===== config.mk =====
export PLATFORM = sky130hd
export DESIGN_NAME = bus_unstick
export DESIGN_NICKNAME = d
export VERILOG_FILES = /design/src/rtl/unstick_pkg.sv /design/src/rtl/unstick_sync.sv /design/src/rtl/unstick_timer.sv /design/src/rtl/unstick_pulse_count.sv /design/src/rtl/unstick_fsm.sv /design/src/rtl/bus_unstick.sv
export SDC_FILE = /design/constraint.sdc
export NUM_CORES = 1
export LEC_CHECK = 0
export CAP_MARGIN = 40
export CORE_MARGIN = 4
export CORE_UTILIZATION = 45
export DETAILED_ROUTE_END_ITERATION = 7
export DONT_BUFFER_PORTS = 1
export GPL_TIMING_DRIVEN = 0
export PLACE_DENSITY = 0.72
export SETUP_SLACK_MARGIN = 0.3
export SYNTH_ARGS = -nofsm -noshare
export SYNTH_HDL_FRONTEND = slang
export SYNTH_HIERARCHICAL = 1
export SYNTH_SLANG_ARGS = --single-unit

===== constraint.sdc =====
create_clock -name clk -period 5.05 [get_ports clk]
set_input_delay 1.01 -clock clk [delete_from_list [all_inputs] [get_ports clk]]
set_output_delay 1.01 -clock clk [all_outputs]
set_load 0.05 [all_outputs]

===== src/rtl/unstick_pkg.sv =====
package unstick_pkg;

  typedef enum logic [2:0] {
    ST_IDLE    = 3'd0,
    ST_RELEASE = 3'd1,
    ST_CHECK   = 3'd2,
    ST_LOW     = 3'd3,
    ST_SETTLE  = 3'd4
  } unstick_state_e;

  // Cycles covering a duration in ns, rounded up, never below one.
  function automatic int ns_to_cycles(input longint clk_hz, input longint dur_ns);
    longint c;
    c = (clk_hz * dur_ns + 64'd999_999_999) / 64'd1_000_000_000;
    if (c < 1) c = 1;
    return int'(c);
  endfunction

  function automatic int max_int(input int a, input int b);
    return (a > b) ? a : b;
  endfunction

endpackage


===== src/rtl/unstick_sync.sv =====
module unstick_sync #(
  parameter int STAGES = 2,
  parameter int WIDTH  = 2
) (
  input  logic             clk,
  input  logic             rst_n,
  input  logic [WIDTH-1:0] d_async,
  output logic [WIDTH-1:0] q_sync
);
  logic [WIDTH-1:0] chain [STAGES];

  generate
    for (genvar s = 0; s < STAGES; s++) begin : g_stage
      if (s == 0) begin : g_first
        always_ff @(posedge clk or negedge rst_n) begin
          if (!rst_n) chain[0] <= '1;
          else        chain[0] <= d_async;
        end
      end else begin : g_next
        always_ff @(posedge clk or negedge rst_n) begin
          if (!rst_n) chain[s] <= '1;
          else        chain[s] <= chain[s-1];
        end
      end
    end
  endgenerate

  assign q_sync = chain[STAGES-1];
endmodule


===== src/rtl/unstick_timer.sv =====
module unstick_timer #(
  parameter int WIDTH = 8
) (
  input  logic             clk,
  input  logic             rst_n,
  input  logic             load,
  input  logic [WIDTH-1:0] load_val,
  output logic             expired
);
  logic [WIDTH-1:0] remain;

  always_ff @(posedge clk or negedge rst_n) begin
    if (!rst_n)              remain <= '0;
    else if (load)           remain <= load_val;
    else if (remain != '0)   remain <= remain - 1'b1;
  end

  assign expired = (remain == '0);
endmodule


===== src/rtl/unstick_pulse_count.sv =====
module unstick_pulse_count #(
  parameter int LIMIT = 100,
  localparam int CW   = $clog2(LIMIT + 1)
) (
  input  logic clk,
  input  logic rst_n,
  input  logic clear,
  input  logic bump,
  output logic at_limit
);
  logic [CW-1:0] issued;

  always_ff @(posedge clk or negedge rst_n) begin
    if (!rst_n)                   issued <= '0;
    else if (clear)               issued <= '0;
    else if (bump && !at_limit)   issued <= issued + 1'b1;
  end

  assign at_limit = (issued == CW'(LIMIT));
endmodule


===== src/rtl/unstick_fsm.sv =====
module unstick_fsm
  import unstick_pkg::*;
#(
  parameter int LOW_CYC    = 1000,
  parameter int SETTLE_CYC = 500,
  parameter int TW         = 10
) (
  input  logic          clk,
  input  logic          rst_n,
  input  logic          start,
  input  logic          bus_idle,
  input  logic          tmr_expired,
  input  logic          cap_reached,
  output logic          tmr_load,
  output logic [TW-1:0] tmr_val,
  output logic          cnt_clear,
  output logic          cnt_bump,
  output logic          pull_scl,
  output logic          hold_ctrl,
  output logic          reinit_pulse,
  output logic          ok_flag,
  output logic          bad_flag
);
  unstick_state_e state, state_nx;
  logic finish_ok, finish_bad;

  always_comb begin
    state_nx   = state;
    tmr_load   = 1'b0;
    tmr_val    = '0;
    cnt_clear  = 1'b0;
    cnt_bump   = 1'b0;
    finish_ok  = 1'b0;
    finish_bad = 1'b0;
    unique case (state)
      ST_IDLE: begin
        if (start) begin
          state_nx  = ST_RELEASE;
          tmr_load  = 1'b1;
          tmr_val   = TW'(SETTLE_CYC - 1);
          cnt_clear = 1'b1;
        end
      end
      ST_RELEASE, ST_SETTLE: begin
        if (tmr_expired) state_nx = ST_CHECK;
      end
      ST_CHECK: begin
        if (bus_idle) begin
          finish_ok = 1'b1;
          state_nx  = ST_IDLE;
        end else if (cap_reached) begin
          finish_bad = 1'b1;
          state_nx   = ST_IDLE;
        end else begin
          state_nx = ST_LOW;
          tmr_load = 1'b1;
          tmr_val  = TW'(LOW_CYC - 1);
          cnt_bump = 1'b1;
        end
      end
      ST_LOW: begin
        if (tmr_expired) begin
          state_nx = ST_SETTLE;
          tmr_load = 1'b1;
          tmr_val  = TW'(SETTLE_CYC - 1);
        end
      end
      default: state_nx = ST_IDLE;
    endcase
  end

  always_ff @(posedge clk or negedge rst_n) begin
    if (!rst_n) begin
      state        <= ST_IDLE;
      ok_flag      <= 1'b0;
      bad_flag     <= 1'b0;
      reinit_pulse <= 1'b0;
    end else begin
      state        <= state_nx;
      reinit_pulse <= finish_ok | finish_bad;
      if (state == ST_IDLE && start) begin
        ok_flag  <= 1'b0;
        bad_flag <= 1'b0;
      end else begin
        if (finish_ok)  ok_flag  <= 1'b1;
        if (finish_bad) bad_flag <= 1'b1;
      end
    end
  end

  assign pull_scl  = (state == ST_LOW);
  assign hold_ctrl = (state != ST_IDLE);
endmodule


===== src/rtl/bus_unstick.sv =====
module bus_unstick
  import unstick_pkg::*;
#(
  parameter int CLK_HZ      = 100_000_000,
  parameter int LOW_NS      = 10_000,
  parameter int SETTLE_NS   = 5_000,
  parameter int MAX_PULSES  = 100,
  parameter int SYNC_STAGES = 2
) (
  input  logic clk,
  input  logic rst_n,
  input  logic recover_i,
  input  logic scl_in,
  input  logic sda_in,
  output logic scl_drive_low,
  output logic sda_drive_low,
  output logic ctrl_reset,
  output logic reinit_req,
  output logic done,
  output logic fail
);
  localparam int LOW_CYC    = ns_to_cycles(longint'(CLK_HZ), longint'(LOW_NS));
  localparam int SETTLE_CYC = max_int(ns_to_cycles(longint'(CLK_HZ), longint'(SETTLE_NS)),
                                      SYNC_STAGES + 1);
  localparam int TW         = $clog2(max_int(LOW_CYC, SETTLE_CYC) + 1);

  logic [1:0]    lines_sync;
  logic          bus_idle;
  logic          tmr_load, tmr_expired;
  logic [TW-1:0] tmr_val;
  logic          cnt_clear, cnt_bump, cap_reached;

  unstick_sync #(.STAGES(SYNC_STAGES), .WIDTH(2)) u_sync (
    .clk     (clk),
    .rst_n   (rst_n),
    .d_async ({scl_in, sda_in}),
    .q_sync  (lines_sync)
  );

  assign bus_idle = lines_sync[1] & lines_sync[0];

  unstick_timer #(.WIDTH(TW)) u_timer (
    .clk      (clk),
    .rst_n    (rst_n),
    .load     (tmr_load),
    .load_val (tmr_val),
    .expired  (tmr_expired)
  );

  unstick_pulse_count #(.LIMIT(MAX_PULSES)) u_count (
    .clk      (clk),
    .rst_n    (rst_n),
    .clear    (cnt_clear),
    .bump     (cnt_bump),
    .at_limit (cap_reached)
  );

  unstick_fsm #(.LOW_CYC(LOW_CYC), .SETTLE_CYC(SETTLE_CYC), .TW(TW)) u_fsm (
    .clk          (clk),
    .rst_n        (rst_n),
    .start        (recover_i),
    .bus_idle     (bus_idle),
    .tmr_expired  (tmr_expired),
    .cap_reached  (cap_reached),
    .tmr_load     (tmr_load),
    .tmr_val      (tmr_val),
    .cnt_clear    (cnt_clear),
    .cnt_bump     (cnt_bump),
    .pull_scl     (scl_drive_low),
    .hold_ctrl    (ctrl_reset),
    .reinit_pulse (reinit_req),
    .ok_flag      (done),
    .bad_flag     (fail)
  );

  // SDA is only ever released by this block.
  assign sda_drive_low = 1'b0;
endmodule


### After elaboration in Yosys (flattened, before gate mapping)

Index checks and enable logic that the tools add are counted.

* add/subtract/negate cells: 2
* reductions and logical operators: 13
* mux-type cells: 31
* bitwise gates (word level): 2
* equality and inequality tests: 8

Operator list (count)
* 2-to-1 mux 10 bit: 4
* case mux 10 bit (3 select lines): 1
* 2-to-1 mux 9 bit: 2
* 2-to-1 mux 1 bit: 15
* 2-to-1 mux 7 bit: 2
* 2-to-1 mux 3 bit: 4
* case mux 3 bit (4 select lines): 1
* zero test 10 bit: 1
* nonzero test 10 bit: 1
* subtractor 10 x 1 -> 10 bit (second input constant): 1
* nonzero test 2 bit: 4
* adder 7 x 1 -> 7 bit (second input constant): 1
* equality test 7 bit (second input constant): 1
* equality test 3 x 2 -> 1 bit (second input constant): 2
* != test 2 bit (second input constant): 2
* equality test 3 x 1 -> 1 bit (second input constant): 1
* equality test 3 bit (second input constant): 1
* zero test 3 bit: 1
* case mux 1 bit (3 select lines): 1
* AND reduction 3 bit: 1
* nonzero test 3 bit: 1
* logical AND 1 bit: 2
* 2-to-1 mux 2 bit: 1
* != test 2 x 1 -> 1 bit (second input constant): 1
* 4 further kinds: 4

* flip-flop bits (word level): 27
* logic and storage cells: 64
* output and inout bits: 6
* input bits: 5

### Longest topological paths before layout

Gate-level depths: netlist of the first run.

* depth in word-level cells: 7
* mapped depth: 13
* depth with buffers taken out: 11

### Cells and area by module

The synthesis of the first run kept the hierarchy.

By module, submodules not included
* unstick_timer: sequential area each 250.2 um2, cells each 67, area each 594.3 um2, times used 1
* unstick_pulse_count: sequential area each 175.2 um2, cells each 46, area each 449.2 um2, times used 1
* unstick_fsm: sequential area each 150.1 um2, cells each 49, area each 431.7 um2, times used 1
* unstick_sync: sequential area each 105.1 um2, cells each 6, area each 120.1 um2, times used 1
* bus_unstick: sequential area each 0.0 um2, cells each 3, area each 17.5 um2, times used 1

### Worst setup path after synthesis of the first run

OpenSTA, ideal clock, no wires.

* path kind: reg2reg
* start point: register u_count.issued[0]
* end point: register u_timer.remain[5]
* slack: 2391 ps
* buffers on the path: 2
* required time: 4908 ps
* cell stages (with the launch flop): 13
* data arrival time: 2518 ps
* period minus slack after synthesis: 2659 ps
* library setup time: 142 ps
* cells stage by stage: dfrtp_1 -> inv_1 -> ha_1 -> and4bb_4 -> and3_2 -> nor3b_1 -> and2_1 -> or2_1 -> clkbuf_1 -> inv_1 -> clkbuf_1 -> nor2_1 -> a211oi_1

* word-level cells in the longest chain between the ends: 5
* elaborated cells on any way between the ends: 9
* classes of those cells: 1 x eq/ne; 7 x mux; 1 x reduce/logical

RTL lines
* from (decl): RTL line unstick_pulse_count.sv:11 `logic [CW-1:0] issued;`
* from (signal assigned): RTL line unstick_pulse_count.sv:16 `else if (bump && !at_limit) issued <= issued + 1'b1;`
* equality test 7 bit *: RTL line unstick_pulse_count.sv:19 `assign at_limit = (issued == CW'(LIMIT));`
* net cap_reached: RTL line bus_unstick.sv:31 `logic cnt_clear, cnt_bump, cap_reached;`
* 2-to-1 mux 1 bit *: RTL line unstick_fsm.sv:51 `end else if (cap_reached) begin`
* 2-to-1 mux 1 bit *: RTL line unstick_fsm.sv:48 `if (bus_idle) begin`
* case mux 1 bit (3 select lines) *: RTL line unstick_fsm.sv:35 `unique case (state)`
* net tmr_load: RTL line bus_unstick.sv:29 `logic tmr_load, tmr_expired;`
* 2-to-1 mux 10 bit or nonzero test 2 bit (tied branches)
* to (signal assigned): RTL line unstick_timer.sv:14 `else if (load) remain <= load_val;`
* to (signal assigned): RTL line unstick_timer.sv:15 `else if (remain != '0) remain <= remain - 1'b1;`
* to (decl): RTL line unstick_timer.sv:10 `logic [WIDTH-1:0] remain;`

Mark *: on every way through the listed nets, which the timed path passes. The rest lies on a longest branch.
A chain may end at the register's enable or synchronous reset.

### Worst setup path after layout of the first run

Same ends and word-level chain as after synthesis.

==> impl_metrics.toml, run 1 <==
[floorplan]
core_area_sq_um = 3390
ioPinCount = 11
rows = 21
die-area_sq_um = 4606
die_h_um = 67.87
start_util = 0.4758
die_w_um = 67.87

[sta]
fmax_ghz = 0.3110
tns_ps = 0
timing.slew.headroom = 0.6422
tightest_slew_ps = 532.6
drv_slew = 0
fin_crit_sh = 0.6367
rsz0062_at_grt = "false"
finalSetupViolCount = 0
fin_crit_ps = 3216
fin_ws_ps = 1834
hold_violations = 0
fin_worst_skew_ps = 10.49

[detailed_routing]
wire_per_inst_um = 12.23
wl_mm = 2.703
drtIter0Drc = 102
vias = 1122
ant_nets = 0
viasPerCell = 5.077
drcViolationCount = 0
first_pass_iters = 4

[global_route]
grt_pass1_wl_mm = 4.719
grt_pass1_vias = 1033
grt_usage = 0.1378
grt_max_degree = 28
antenna_found_initial = 0
globalRouteOverflowTotal = 0

[place]
gp_congestion = 0.8947
portBuffers = 0
place_ws_ps = 1864
dpl_cell_area_sq_um = 1670
hpwl_mm = 2.058

[synthesis]
yosys.area_share.simple = 0.2405
ys_ff_latch = 27
synth_fa_ha_area_frac = 0.02327
synth-xor-area-share = 0.03801
synth_edf_count = 0
synthesis.area_sq_um = 1613
seq_area_frac_synth = 0.4220
syn_inst = 171
ys_warn_count = 6
syn_nets = 179
synth_mux_area_frac = 0.06284
synth_top_family_by_area = "simple AND/OR/NAND/NOR gates"
synth_ff_type = "dfrtp_1"
synth_compound_area_frac = 0.1086
synthArstFlopShare = 1.000
synth_cell_types = 43
synth_area_per_cell_sq_um = 9.432

[setup_path]
path_max_fanout = 10
path_class = "flip-flop to flip-flop"
cp_slowest_cell = "dfrtp_1"
crit_chain = "inv_1 -> ha_1 -> and4bb_4 -> and3_2 -> nor3b_1 -> and2_1 -> or2_1 -> clkbuf_1 -> inv_1 -> clkbuf_1 -> a211oi_1"
arrival_ps = 3460
cp.required_ps = 5290
cp-end-kind = "flip-flop"
max_stage_delay_ps = 440
worst-path-buf-inv = 4
crit_family = "simple AND/OR/NAND/NOR gates"
start_kind = "flip-flop"

[cells_and_area]
final_cell_area_sq_um = 1697
diodes = 0
nets = 184
final_cell_mix = "dfrtp_1 (23), nor2_1 (20), buf_4 (12), nand2_1 (12)"
drive_gt1_frac = 0.1943
area_delta_synth_final_pct = 5.198
post-route-util = 0.5006
layout_commonest_cell = "dfrtp_1"
n_fill_cell = 329

[hold_path]
hold_path.class = "primary input to asynchronous set/reset pin"

[clock_network]
clkLatencyLatePin_ps = 320
post-cts-setup-buffer-count = 0
clock_sinks = 27
cts_root_buf = "clkbuf_4"
cts_resized = 0
cts-buffers-inserted = 3
cts_buffer_depth = 2
clk_pin_slew_ps = 140
cts_tree = "yes"
htree_levels = 1
cts_hold_buf = 0

[run]
cap_violations = 0

[pwr]
p_leak_uw = 0.0007427
ir_drop_v = 0.0001521
powerDensity_nw_per_um2 = 349.6

[run_status]
status = "complete, no violations"
cell type report:
| cell class | instances | area (sq um) | area share |
|---|---|---|---|
| clock buffers | 4 | 26.28 | 0.01549 |
| inverters | 10 | 37.54 | 0.02212 |
| multi-input cells | 117 | 770.7 | 0.4543 |
| flip-flops and latches | 27 | 680.7 | 0.4012 |
| well taps | 46 | 57.56 | 0.03392 |
| plain buffers | 17 | 123.9 | 0.07301 |
synthesized netlist by cell type, drive strengths merged, types with 4 or more instances:
master | number | share of area
nor2 | 20 | 0.047
buf | 14 | 0.070
dfrtp | 23 | 0.36
nand3 | 5 | 0.016
o21ai | 6 | 0.019
inv | 10 | 0.023
mux2i | 6 | 0.037
a21oi | 11 | 0.036
nand2b | 4 | 0.016
a31oi | 4 | 0.025
xor2 | 5 | 0.027
nor2b | 5 | 0.019
nand2 | 12 | 0.028
or3 | 4 | 0.016
dfstp | 4 | 0.065
final timing paths:
path	depth (start not counted)	slack [ps]	to	from
setup reg to reg	11	1830	u_timer/remain[5]	u_count/issued[0]
hold / removal	0	350	u_timer/remain[8]	rst_n
hold reg to reg	0	370	u_sync/q_sync[0]	u_sync/chain[2]
min in group clk	0	370	u_sync/q_sync[0]	u_sync/chain[2]
max in group asynchronous	0	4510	u_sync/chain[2]	rst_n
setup / recovery	11	1830	u_timer/remain[5]	u_count/issued[0]
sequential cells by signal (all words and copies together), names as in the netlist:
| name | count |
|---|---|
| u_fsm/ok_flag | 1 |
| u_timer/remain | 10 |
| u_sync/q_sync | 2 |
| u_count/issued | 7 |
| u_sync/chain | 2 |
| u_fsm/reinit_pulse | 1 |
| u_fsm/bad_flag | 1 |
| u_fsm/state | 3 |
per-stage QoR:
stage / total power (uW) / cells / hold slack [ps]
finish: 593.2 / 221 / 351.7
global route: 646.6 / 221 / 318.7
CTS: 600.4 / 221 / 338.2
detailed placement: 507.2 / 217 / 348.1
global placement: 497.0 / 217 / 347.4
floorplan: 470.0 / 171 / 345.2
kinds of logic after synthesis:
| family | after synthesis |
|---|---|
| AOI/OAI and AO/OA | 27 |
| xor gates and xnor gates | 7 |
| adders and majority gates | 3 |
| buffers and inverters | 27 |
| DFF | 27 |
| muxes | 9 |
| other | 2 |
| and+or+nand+nor | 69 |
per-layer routing:
layer,up-vias,global-route usage,wire length (um)
met4,0,0.03722,24
met3,5,0.03941,85
met2,17,0.2284,1387
met1,525,0.1758,1205
li1,575,-,-
met5,-,0,0
report_power, final:
group	internal [uW]	total, uW	switching [uW]
sequential	265	319	54.4
clock	30.9	92.1	61.1
combinational	90.5	182	91.2
No activity file was read; power rests on OpenSTA's default activity.
==> inputs of run 2 (changes only) <==
==> constraint.sdc (replaced) <==
create_clock -name clk -period 3 [get_ports clk]
set_input_delay 0.6 -clock clk [delete_from_list [all_inputs] [get_ports clk]]
set_output_delay 0.6 -clock clk [all_outputs]
set_load 0.05 [all_outputs]
==> run 2 against run 1 <==
Total power is 73% higher. Critical endpoint unchanged. Largest power group unchanged. Worst hold slack worse by 250 ps. Via count is 2.5% higher. Global-route usage is 0.49 points higher. Non-clock buffer count is 4 higher.
==> impl_metrics.toml, run 2 (synthesis gave the netlist of run 1 again) <==
[run_status]
status = "complete, no violations"

[place]
portBuffers = 0
hpwl_mm = 2.058
place_ws_ps = -186.0
gp_congestion = 0.8947
dpl_cell_area_sq_um = 1670
dp.cells = 217

[run]
cap_violations = 0

[clock_network]
clk_pin_slew_ps = 140
htree_levels = 1
cts_tree = "yes"
clkLatencyLatePin_ps = 330
clock_sinks = 27
cts-buffers-inserted = 3
cts_root_buf = "clkbuf_4"
cts_buffer_depth = 2

[sta]
rsz0062_at_grt = "false"
fin_crit_sh = 0.8491
tightest_slew_ps = 553.2
timing.slew.headroom = 0.6284
drv_slew = 0
whs_ps = 102.7
fin_ws_ps = 452.6
finalSetupViolCount = 0
hold_violations = 0
fin_worst_skew_ps = 10.86
fmax_ghz = 0.3926
fin_crit_ps = 2547

[global_route]
grt_pass1_vias = 1047
grt_max_degree = 24
antenna_found_initial = 0
grt_pass1_wl_mm = 4.857
grt_usage = 0.1426
globalRouteOverflowTotal = 0

[hold_path]
hold_path.class = "primary input to asynchronous set/reset pin"

[detailed_routing]
viasPerCell = 5.111
wire_per_inst_um = 12.92
vias = 1150
first_pass_iters = 4
wl_mm = 2.908
ant_nets = 0
drtIter0Drc = 95
drcViolationCount = 0

[cells_and_area]
final_cell_area_sq_um = 1783
layout_commonest_cell = "dfrtp_1"
multi_input_area_sq_um = 797.0
final_cell_mix = "dfrtp_1 (23), nor2_1 (20), buf_4 (14)"
area_delta_synth_final_pct = 10.55
drive_gt1_frac = 0.2514
seq_area_sq_um = 680.7
top_register = "u_timer/remain"
diodes = 0
largest_reg_flops = 10
n_fill_cell = 316
reg_top3 = "u_timer/remain x10, u_count/issued x7, u_fsm/state x3"
layout.cells.non_filler = 225
nets = 188

[pwr]
powerDensity_nw_per_um2 = 577.0
power_uw = 1029
ir_drop_v = 0.0002592
p_leak_uw = 0.0007789

[setup_path]
path_class = "flip-flop to flip-flop"
arrival_ps = 2790
cp-end-kind = "flip-flop"
crit_family = "simple AND/OR/NAND/NOR gates"
worst-path-buf-inv = 4
path_max_fanout = 10
cp_slowest_cell = "dfrtp_1"
max_stage_delay_ps = 440
start_kind = "flip-flop"
cp.required_ps = 3250
crit_chain = "inv_1 -> ha_1 -> and4bb_4 -> and3_2 -> nor3b_4 -> and2_4 -> or2_4 -> clkbuf_4 -> inv_1 -> clkbuf_4 -> nor2_1 -> a211oi_1"

[floorplan]
ioPinCount = 11
rows = 21
die_h_um = 67.87
die-area_sq_um = 4606
die_w_um = 67.87
start_util = 0.4758
core_area_sq_um = 3390
## run 2: what timing repair did
item | 4_1_cts | 5_1_grt
buffers inserted | 1 | 1
cloned | 0 | 0
endpoints found under the hold margin | 23 | 0
resized for setup | 5 | 9
hold buffers | 1 | 0
endpoints found under the setup margin | 10 | 7
## run 2: where the power goes
part	leakage, uW	switching (uW)	total, uW	internal [uW]
logic	0.000434	170	335	165
clock network	0.0000150	104	156	52.1
registers	0.000329	92.0	538	446
## run 2: path summary, 6_finish.rpt
kind,start,endpoint,slack [ps],depth (start not counted)
setup / recovery,u_count/issued[1],u_timer/remain[5],450,12
min in group clk,sda_in,u_sync/chain[2],260,0
setup reg to reg,u_count/issued[1],u_timer/remain[5],450,12
max in group asynchronous,rst_n,u_count/issued[3],1980,2
hold reg to reg,u_sync/chain[2],u_sync/q_sync[0],370,0
hold / removal,rst_n,u_sync/q_sync[0],100,0
## run 2: worst register-to-register path: cells and delay by family, from the launching register on
kind                     cells  cell delay, ps
AO/OA/AOI/OAI                1             180
flip-flops                   1             440
adder cells (fa/ha/maj)      1             170
buffers and inverters        4             560
AND/OR/NAND/NOR              6            1120
## run 2: cell type report
type,count,area share
buffer,17,0.07368
inverter,10,0.02105
clock buffer,4,0.01474
sequential,27,0.3818
tap,46,0.03228
multi-input combinational,117,0.4470
timing repair buffer,4,0.02947
## run 2: per-layer routing
metal / track usage / routed length, um / vias up
met1: 0.1851 / 1328 / 547
met2: 0.2345 / 1467 / 11
li1: - / - / 585
met5: 0 / 0 / -
met4: 0.03722 / 39 / 0
met3: 0.03941 / 72 / 7
## run 2: through the flow
| stage | util | TNS (ps) |
|---|---|---|
| final | 0.5260 | 0 |
| after detailed placement | 0.4928 | -902.1 |
| after global routing | 0.5260 | 0 |
| after global placement | 0.4928 | -473.8 |
| after CTS | 0.5090 | 0 |
| after floorplan | - | 0 |
